[config.mk]
export PLATFORM = sky130hd
export DESIGN_NAME = wdt_guard
export DESIGN_NICKNAME = d
export VERILOG_FILES = /design/src/rtl/wdt_pkg.sv /design/src/rtl/wdt_tick_ctr.sv /design/src/rtl/wdt_key_cmp.sv /design/src/rtl/wdt_clk_mon.sv /design/src/rtl/wdt_guard.sv
export SDC_FILE = /design/constraint.sdc
export NUM_CORES = 1
export LEC_CHECK = 0
export BUFFER_PORTS_ARGS = -buffer_cell sky130_fd_sc_hd__buf_2
export CORE_MARGIN = 8
export CORE_UTILIZATION = 57
export DETAILED_ROUTE_END_ITERATION = 16
export HOLD_SLACK_MARGIN = 0.02
export PLACE_DENSITY_LB_ADDON = 0.05
export SYNTH_ARGS = -nofsm -noshare
export SYNTH_HDL_FRONTEND = slang
export SYNTH_SLANG_ARGS = --single-unit
[constraint.sdc]
create_clock -name clk -period 3.3 [get_ports clk]
set_input_delay 0.165 -clock clk [delete_from_list [all_inputs] [get_ports clk]]
set_output_delay 0.165 -clock clk [all_outputs]
set_load 0.05 [all_outputs]
[src/rtl/wdt_pkg.sv]
package wdt_pkg;

    typedef enum logic [2:0] {
        ST_FIRST,
        ST_LOW,
        ST_OPEN,
        ST_SUSP,
        ST_ERR
    } wdt_state_e;

    localparam logic [4:0] SVC_KEY = 5'b01100;

    typedef struct packed {
        logic [1:0] win;
        logic       mon;
        logic [4:0] key;
    } svc_word_t;

endpackage

[src/rtl/wdt_tick_ctr.sv]
module wdt_tick_ctr #(
    parameter int LOW_TICKS = 2048,
    parameter int WIN_UNIT  = 8192,
    parameter int CW        = 17
) (
    input  logic          clk,
    input  logic          rst_n,
    input  logic          clr,
    input  logic          cnt_en,
    input  logic          first_phase,
    input  logic [1:0]    win_sel,
    output logic [CW-1:0] cnt,
    output logic          early,
    output logic          deadline
);
    logic [CW-1:0] bound_tab [4];
    logic [CW-1:0] bound;

    for (genvar g = 0; g < 4; g++) begin : g_bound
        assign bound_tab[g] = CW'(WIN_UNIT << g);
    end

    assign bound    = first_phase ? bound_tab[3] : bound_tab[win_sel];
    assign early    = cnt < CW'(LOW_TICKS);
    assign deadline = cnt_en && (cnt == bound - CW'(1));

    always_ff @(posedge clk) begin
        if (!rst_n)      cnt <= '0;
        else if (clr)    cnt <= '0;
        else if (cnt_en) cnt <= cnt + CW'(1);
    end

    assert_cnt_bounded_R7: assert property (@(posedge clk) disable iff (!rst_n)
        cnt <= bound_tab[3]);

endmodule

[src/rtl/wdt_key_cmp.sv]
module wdt_key_cmp
    import wdt_pkg::*;
(
    input  logic [7:0] wr_data,
    input  logic [1:0] win_q,
    input  logic       mon_q,
    output logic       key_ok,
    output logic       all_ok,
    output logic [7:0] rd_data
);
    svc_word_t wr_w;
    svc_word_t rd_w;

    always_comb begin
        wr_w     = svc_word_t'(wr_data);
        key_ok   = (wr_w.key == SVC_KEY);
        all_ok   = key_ok && (wr_w.win == win_q) && (wr_w.mon == mon_q);
        rd_w.win = win_q;
        rd_w.mon = mon_q;
        rd_w.key = '0;
        rd_data  = rd_w;
    end

endmodule

[src/rtl/wdt_clk_mon.sv]
module wdt_clk_mon #(
    parameter int STUCK_LIMIT = 64
) (
    input  logic clk,
    input  logic rst_n,
    input  logic tick,
    input  logic mon_en,
    output logic cm_err
);
    localparam int SW = $clog2(STUCK_LIMIT + 1);

    logic [SW-1:0] idle_cnt;

    always_ff @(posedge clk) begin
        if (!rst_n)                          idle_cnt <= '0;
        else if (tick)                       idle_cnt <= '0;
        else if (idle_cnt != SW'(STUCK_LIMIT)) idle_cnt <= idle_cnt + SW'(1);
    end

    always_ff @(posedge clk) begin
        if (!rst_n) cm_err <= 1'b0;
        else        cm_err <= mon_en && !tick && (idle_cnt == SW'(STUCK_LIMIT));
    end

    assert_mon_off_quiet_R11: assert property (@(posedge clk) disable iff (!rst_n)
        !mon_en |=> !cm_err);

    assert_tick_clears_R11: assert property (@(posedge clk) disable iff (!rst_n)
        tick |=> !cm_err);

endmodule

[src/rtl/wdt_guard.sv]
module wdt_guard
    import wdt_pkg::*;
#(
    parameter int LOW_TICKS   = 2048,
    parameter int WIN_UNIT    = 8192,
    parameter int STUCK_LIMIT = 64
) (
    input  logic       clk,
    input  logic       rst_n,
    input  logic       tick,
    input  logic       halt,
    input  logic       idle,
    input  logic       wr_en,
    input  logic [7:0] wr_data,
    output logic [7:0] rd_data,
    output logic       wd_err,
    output logic       cm_err
);
    localparam int CW = $clog2(WIN_UNIT * 8 + 1);

    wdt_state_e    state_q, state_d;
    logic          from_first_q;
    logic          locked_q;
    logic [1:0]    win_q;
    logic          mon_q;
    logic          susp;
    logic          clr;
    logic          lock_now;
    logic          cnt_en;
    logic          key_ok, all_ok, early, deadline;
    logic [CW-1:0] cnt;

    assign susp   = halt | idle;
    assign cnt_en = tick && !susp &&
                    (state_q == ST_FIRST || state_q == ST_LOW || state_q == ST_OPEN);

    wdt_tick_ctr #(.LOW_TICKS(LOW_TICKS), .WIN_UNIT(WIN_UNIT), .CW(CW)) ctr_i (
        .clk(clk), .rst_n(rst_n), .clr(clr), .cnt_en(cnt_en),
        .first_phase(!locked_q), .win_sel(win_q),
        .cnt(cnt), .early(early), .deadline(deadline)
    );

    wdt_key_cmp cmp_i (
        .wr_data(wr_data), .win_q(win_q), .mon_q(mon_q),
        .key_ok(key_ok), .all_ok(all_ok), .rd_data(rd_data)
    );

    wdt_clk_mon #(.STUCK_LIMIT(STUCK_LIMIT)) mon_i (
        .clk(clk), .rst_n(rst_n), .tick(tick), .mon_en(mon_q), .cm_err(cm_err)
    );

    // Next-state logic
    always_comb begin
        state_d  = state_q;
        clr      = 1'b0;
        lock_now = 1'b0;
        unique case (state_q)
            ST_FIRST: begin
                if (susp) state_d = ST_SUSP;
                else if (wr_en) begin
                    if (key_ok) begin
                        lock_now = 1'b1;
                        clr      = 1'b1;
                        state_d  = ST_LOW;
                    end else begin
                        state_d = ST_ERR;
                    end
                end else if (deadline) state_d = ST_ERR;
            end
            ST_LOW, ST_OPEN: begin
                if (susp) state_d = ST_SUSP;
                else if (wr_en) begin
                    if (early || !all_ok) state_d = ST_ERR;
                    else begin
                        clr     = 1'b1;
                        state_d = ST_LOW;
                    end
                end else if (deadline) state_d = ST_ERR;
                else if (state_q == ST_LOW && !early) state_d = ST_OPEN;
            end
            ST_SUSP: begin
                if (!susp) begin
                    clr     = 1'b1;
                    state_d = from_first_q ? ST_FIRST : ST_LOW;
                end
            end
            ST_ERR: begin
                clr     = 1'b1;
                state_d = locked_q ? ST_LOW : ST_FIRST;
            end
            default: state_d = ST_FIRST;
        endcase
    end

    // State register
    always_ff @(posedge clk) begin
        if (!rst_n) begin
            state_q      <= ST_FIRST;
            from_first_q <= 1'b0;
        end else begin
            state_q <= state_d;
            if (state_d == ST_SUSP && state_q != ST_SUSP)
                from_first_q <= (state_q == ST_FIRST);
        end
    end

    // Option storage, written once
    always_ff @(posedge clk) begin
        if (!rst_n) begin
            locked_q <= 1'b0;
            win_q    <= 2'b11;
            mon_q    <= 1'b1;
        end else if (lock_now && !locked_q) begin
            locked_q <= 1'b1;
            win_q    <= wr_data[7:6];
            mon_q    <= wr_data[5];
        end
    end

    // Outputs
    always_comb begin
        wd_err = (state_q == ST_ERR);
    end

    assert_err_one_cycle_R8: assert property (@(posedge clk) disable iff (!rst_n)
        wd_err |=> !wd_err);

    assert_options_locked_R3: assert property (@(posedge clk) disable iff (!rst_n)
        locked_q |=> ($stable(win_q) && $stable(mon_q)));

    assert_early_flagged_R6: assert property (@(posedge clk) disable iff (!rst_n)
        ((state_q == ST_LOW || state_q == ST_OPEN) && wr_en && early && !susp) |=> wd_err);

    assert_freeze_count_R9: assert property (@(posedge clk) disable iff (!rst_n)
        (state_q == ST_SUSP && susp) |=> $stable(cnt));

    assert_exit_restart_R10: assert property (@(posedge clk) disable iff (!rst_n)
        (state_q == ST_SUSP && !susp) |=> (cnt == '0));

endmodule

==> impl_summary.txt <==
----------------------------------------------------
[Run status]
  Run status ... finished, final reports clean

[Detailed routing]
  Detailed Route Iter0 Violations ... 75
  Post-detailed-routing wire length ... about 3.5 mm
  Post-route antenna net violation count ... 0
  Routed len/inst ... approximately 13 um
  Vias per inst ... roughly 5.4
  DR DRC count ... 0
  Number of optimization iterations in the first detailed-route pass ... 4
  Via count of the routed design ... 1483

[STA]
  Worst setup skew after layout ... ~15 ps
  Final Hold Violating Endpoints ... 0
  Rel. slew slack ... 65.07%
  Max Clk Rate ... a little under 400 MHz
  Post-route fraction of the period consumed by the critical path ... approximately 77%
  Slew at the pin closest to its max-slew limit ... around 520 ps
  Final number of setup-violating endpoints ... 0
  Max-slew violation total from the final report ... 0
  Post-layout min period ... between 2000 and 3000 ps
  RSZ-0062 raised after global routing ... no
  Setup_tns ... 0 ps

[Yosys]
  Post-synthesis register bit count ... 33
  Share of async-settable or async-resettable flops after synthesis ... 0%
  Unique cell type count in the Yosys netlist ... 44
  Average cell area after synthesis ... about 8.6 sq um
  Area share of the largest cell type after synthesis ... approximately 36%
  Count of mapped cells out of synthesis ... 214
  Commonest register cell after synthesis ... sky130_fd_sc_hd__dfxtp_1
  Number of synthesized flops with an enable pin ... 0
  Top area cells in the synthesized netlist ... sky130_fd_sc_hd__dfxtp_1, sky130_fd_sc_hd__xnor2_1, sky130_fd_sc_hd__nor2_1, sky130_fd_sc_hd__xor2_1, sky130_fd_sc_hd__nand2_1
  Post-synth top area cell ... sky130_fd_sc_hd__dfxtp_1
  Synth warn ... 0
  Post-synthesis sequential area ratio ... between 30% and 40%
  Area of the mapped netlist ... 1847 sq um

[Worst setup path]
  Crit-path cells ... or3b_2 -> ha_1 -> xnor2_1 -> and3_1 -> o311a_1 -> o22a_2 -> a221oi_2 -> mux2i_1
  Required time reported for the critical path endpoint ... approximately 3600 ps
  Critical Path Fanout Max ... 6
  Number of buffer and inverter stages on the critical path ... 0
  Total stage count of the critical path ... 8
  Flop-to-flop setup slack ... between 700 and 800 ps
  Worst flop-to-flop path endpoint ... from_first_q
  Crit path DAT ... about 2800 ps
  Startpoint type of the worst setup path ... register
  Startpoint of the worst register-to-register path ... locked_q
  Cell with the largest stage delay on the worst path ... sky130_fd_sc_hd__or3b_2
  Class of the most critical setup path ... reg -> reg
  Crit path max-delay family ... compound AO/OA/AOI/OAI gates
  CP Capture Type ... register
  Worst Reg2Reg Path Length in Cells ... 8
  Largest stage delay on the critical path ... 470 ps

[Floorplan]
  Core Footprint ... approximately 3000 sq um
  Row cnt ... 20
  Height of the die ... 72.92 um
  Die width ... roughly 73 um
  Die Area ... about 5300 sq um
  Starting Density ... 60.00%
  Top-level port count ... 24

[Cells and area]
  Commonest cells after routing, fill and taps aside ... sky130_fd_sc_hd__nor2_1, sky130_fd_sc_hd__dfxtp_1, sky130_fd_sc_hd__buf_2
  Antenna cell count ... 0
  Fraction of layout instances using a drive strength above 1 ... between 10% and 20%
  Number of nets in the final layout ... approximately 250
  Area growth from synthesis to layout ... 8.266%

[Pwr]
  Combinational share of power ... 10.1%
  Total power per unit cell area ... approximately 400 nW/um^2
  Internal power ... just over 0.6 mW
  Worst ir drop on vdd ... approximately 280 uV
  Clk pwr share ... between 30% and 40%
  Sw Share ... around 25%
  Sequential share of power ... 51.2%
  Power Total ... just over 0.8 mW
  Net Switching ... approximately 0.20 mW
  Lkg Pwr ... 0.7432 nW

[Job]
  Max-cap violation count ... 0

[GRT]
  Global-route usage over all layers ... about 14%
  Maximum number of pins on one net before global-route repair ... 18
  Initial antenna violation count ... 0
  Congestion Overflow GR ... 0
  Vias in the first global route ... roughly 1.4k
  Global-route wire length before repair ... 5.996 mm

[Min path]
  Source of the worst hold timing path ... wr_data[6]
  Worst Hold Path EP ... win_q[0]
  Hold Path Depth ... 3
  Type of the tightest min-delay check ... in -> reg

[Clock network]
  CTS tree ... built
  Register clock-pin slew on the reported worst setup and hold paths ... ~90 ps
  Hold bufs inserted after CTS ... 0
  Setup bufs post-CTS ... 0
  Total clock sinks ... 33
  Number of clock buffers inserted by TritonCTS ... 5
  Buffer depth of the longest clock path ... 2
  H-tree depth ... 2
  Clock network latency to the later pin of the worst-skew pair ... 340 ps
  CTS Root Buffer Type ... sky130_fd_sc_hd__clkbuf_4
  Resize count post-CTS ... 0

[Placed design]
  Input/output buffers ... 18
  RePlAce Congestion ... between 0.8 and 0.9
  Final HPWL DP ... around 2.6 mm

----------------------------------------------------
## how the worst max path moves through the flow
stage | startpoint | end
after detailed placement | locked_q | from_first_q
after floorplan | win_q[0] | from_first_q
after CTS | locked_q | from_first_q
after global placement | locked_q | from_first_q
final | locked_q | from_first_q
after global routing | locked_q | from_first_q
## synthesized netlist by cell type, types with 2 or more instances
| cell | count |
|---|---|
| sky130_fd_sc_hd__xor2_1 | 11 |
| sky130_fd_sc_hd__buf_4 | 6 |
| sky130_fd_sc_hd__nor2b_1 | 6 |
| sky130_fd_sc_hd__o31ai_1 | 2 |
| sky130_fd_sc_hd__xnor2_1 | 16 |
| sky130_fd_sc_hd__nand2_1 | 15 |
| sky130_fd_sc_hd__dfxtp_1 | 33 |
| sky130_fd_sc_hd__nor4b_1 | 3 |
| sky130_fd_sc_hd__nand2b_1 | 2 |
| sky130_fd_sc_hd__buf_6 | 3 |
| sky130_fd_sc_hd__nor2_1 | 33 |
| sky130_fd_sc_hd__inv_1 | 4 |
| sky130_fd_sc_hd__mux2i_1 | 4 |
| sky130_fd_sc_hd__nor4_1 | 2 |
| sky130_fd_sc_hd__buf_2 | 2 |
| sky130_fd_sc_hd__and3_1 | 8 |
| sky130_fd_sc_hd__a21oi_1 | 7 |
| sky130_fd_sc_hd__ha_1 | 4 |
| sky130_fd_sc_hd__nor3_1 | 2 |
| sky130_fd_sc_hd__nand3_1 | 10 |
| sky130_fd_sc_hd__nand4_1 | 6 |
| sky130_fd_sc_hd__o21a_1 | 2 |
| sky130_fd_sc_hd__nor2_2 | 2 |
| sky130_fd_sc_hd__o21ai_0 | 8 |
| sky130_fd_sc_hd__nand3b_1 | 2 |
| sky130_fd_sc_hd__nor4_4 | 2 |
| sky130_fd_sc_hd__clkbuf_1 | 2 |
## metal layers
metal,track usage [%],vias to the layer above,share of wire (%)
li1,-,755,-
met1,15.40,680,45
met2,22.47,44,47
met3,5.907,4,6.5
met4,6.444,0,1.1
met5,0,-,0
## flip-flops by register name, summed over array words and instances (netlist names)
| name | cells |
|---|---|
| ctr_i.cnt | 17 |
| locked_q | 1 |
| from_first_q | 1 |
| mon_q | 1 |
| mon_i.idle_cnt | 7 |
| win_q | 2 |
| mon_i.cm_err | 1 |
| state_q | 3 |
## kinds of logic after synthesis
logic type	share of synthesized area [%]
AO/OA/AOI/OAI	10.43
XOR/XNOR	12.80
adder cells (fa/ha/maj)	3.320
buffers and inverters	6.029
flip-flops	35.77
multiplexers	2.168
other	0.2031
AND/OR/NAND/NOR	29.27
## power groups by stage
stage | combinational [mW] | sequential (mW) | clock [mW]
floorplan | 0.0824 | 0.419 | 0
global placement | 0.0814 | 0.428 | 0
detailed placement | 0.0826 | 0.428 | 0
CTS | 0.0828 | 0.419 | 0.329
global route | 0.0917 | 0.422 | 0.347
finish | 0.0831 | 0.420 | 0.317
## area by class of cell
| type | count | area, sq um |
|---|---|---|
| timing repair buffer | 18 | 90.09 |
| fill | 283 | 1079 |
| multi-input combinational | 168 | 1090 |
| clock buffer | 6 | 51.30 |
| tap | 44 | 55.05 |
| clock inverter | 2 | 37.54 |
| inverter | 4 | 15.01 |
| sequential | 33 | 660.6 |
## stage by stage
step / instance area (sq um) / std cells / hold WS (ps) / worst slack, ps / util, %
final: 1999 / 275 / 79.86 / 752.6 / 64.96
after global routing: 1999 / 275 / 72.49 / 620.7 / 64.96
after CTS: 1999 / 275 / 68.00 / 778.5 / 64.96
after detailed placement: 1911 / 267 / 419.7 / 803.8 / 62.07
after global placement: 1911 / 267 / 406.4 / 899.0 / 62.07
after floorplan: 1862 / 218 / 293.5 / 763.4 / -
## tightest hold or removal path: stages
cell and delay, ps:
sky130_fd_sc_hd__buf_2 90, sky130_fd_sc_hd__mux2i_1 60, sky130_fd_sc_hd__nand2_1 60
Note: power is estimated with default switching activity, not from simulation.
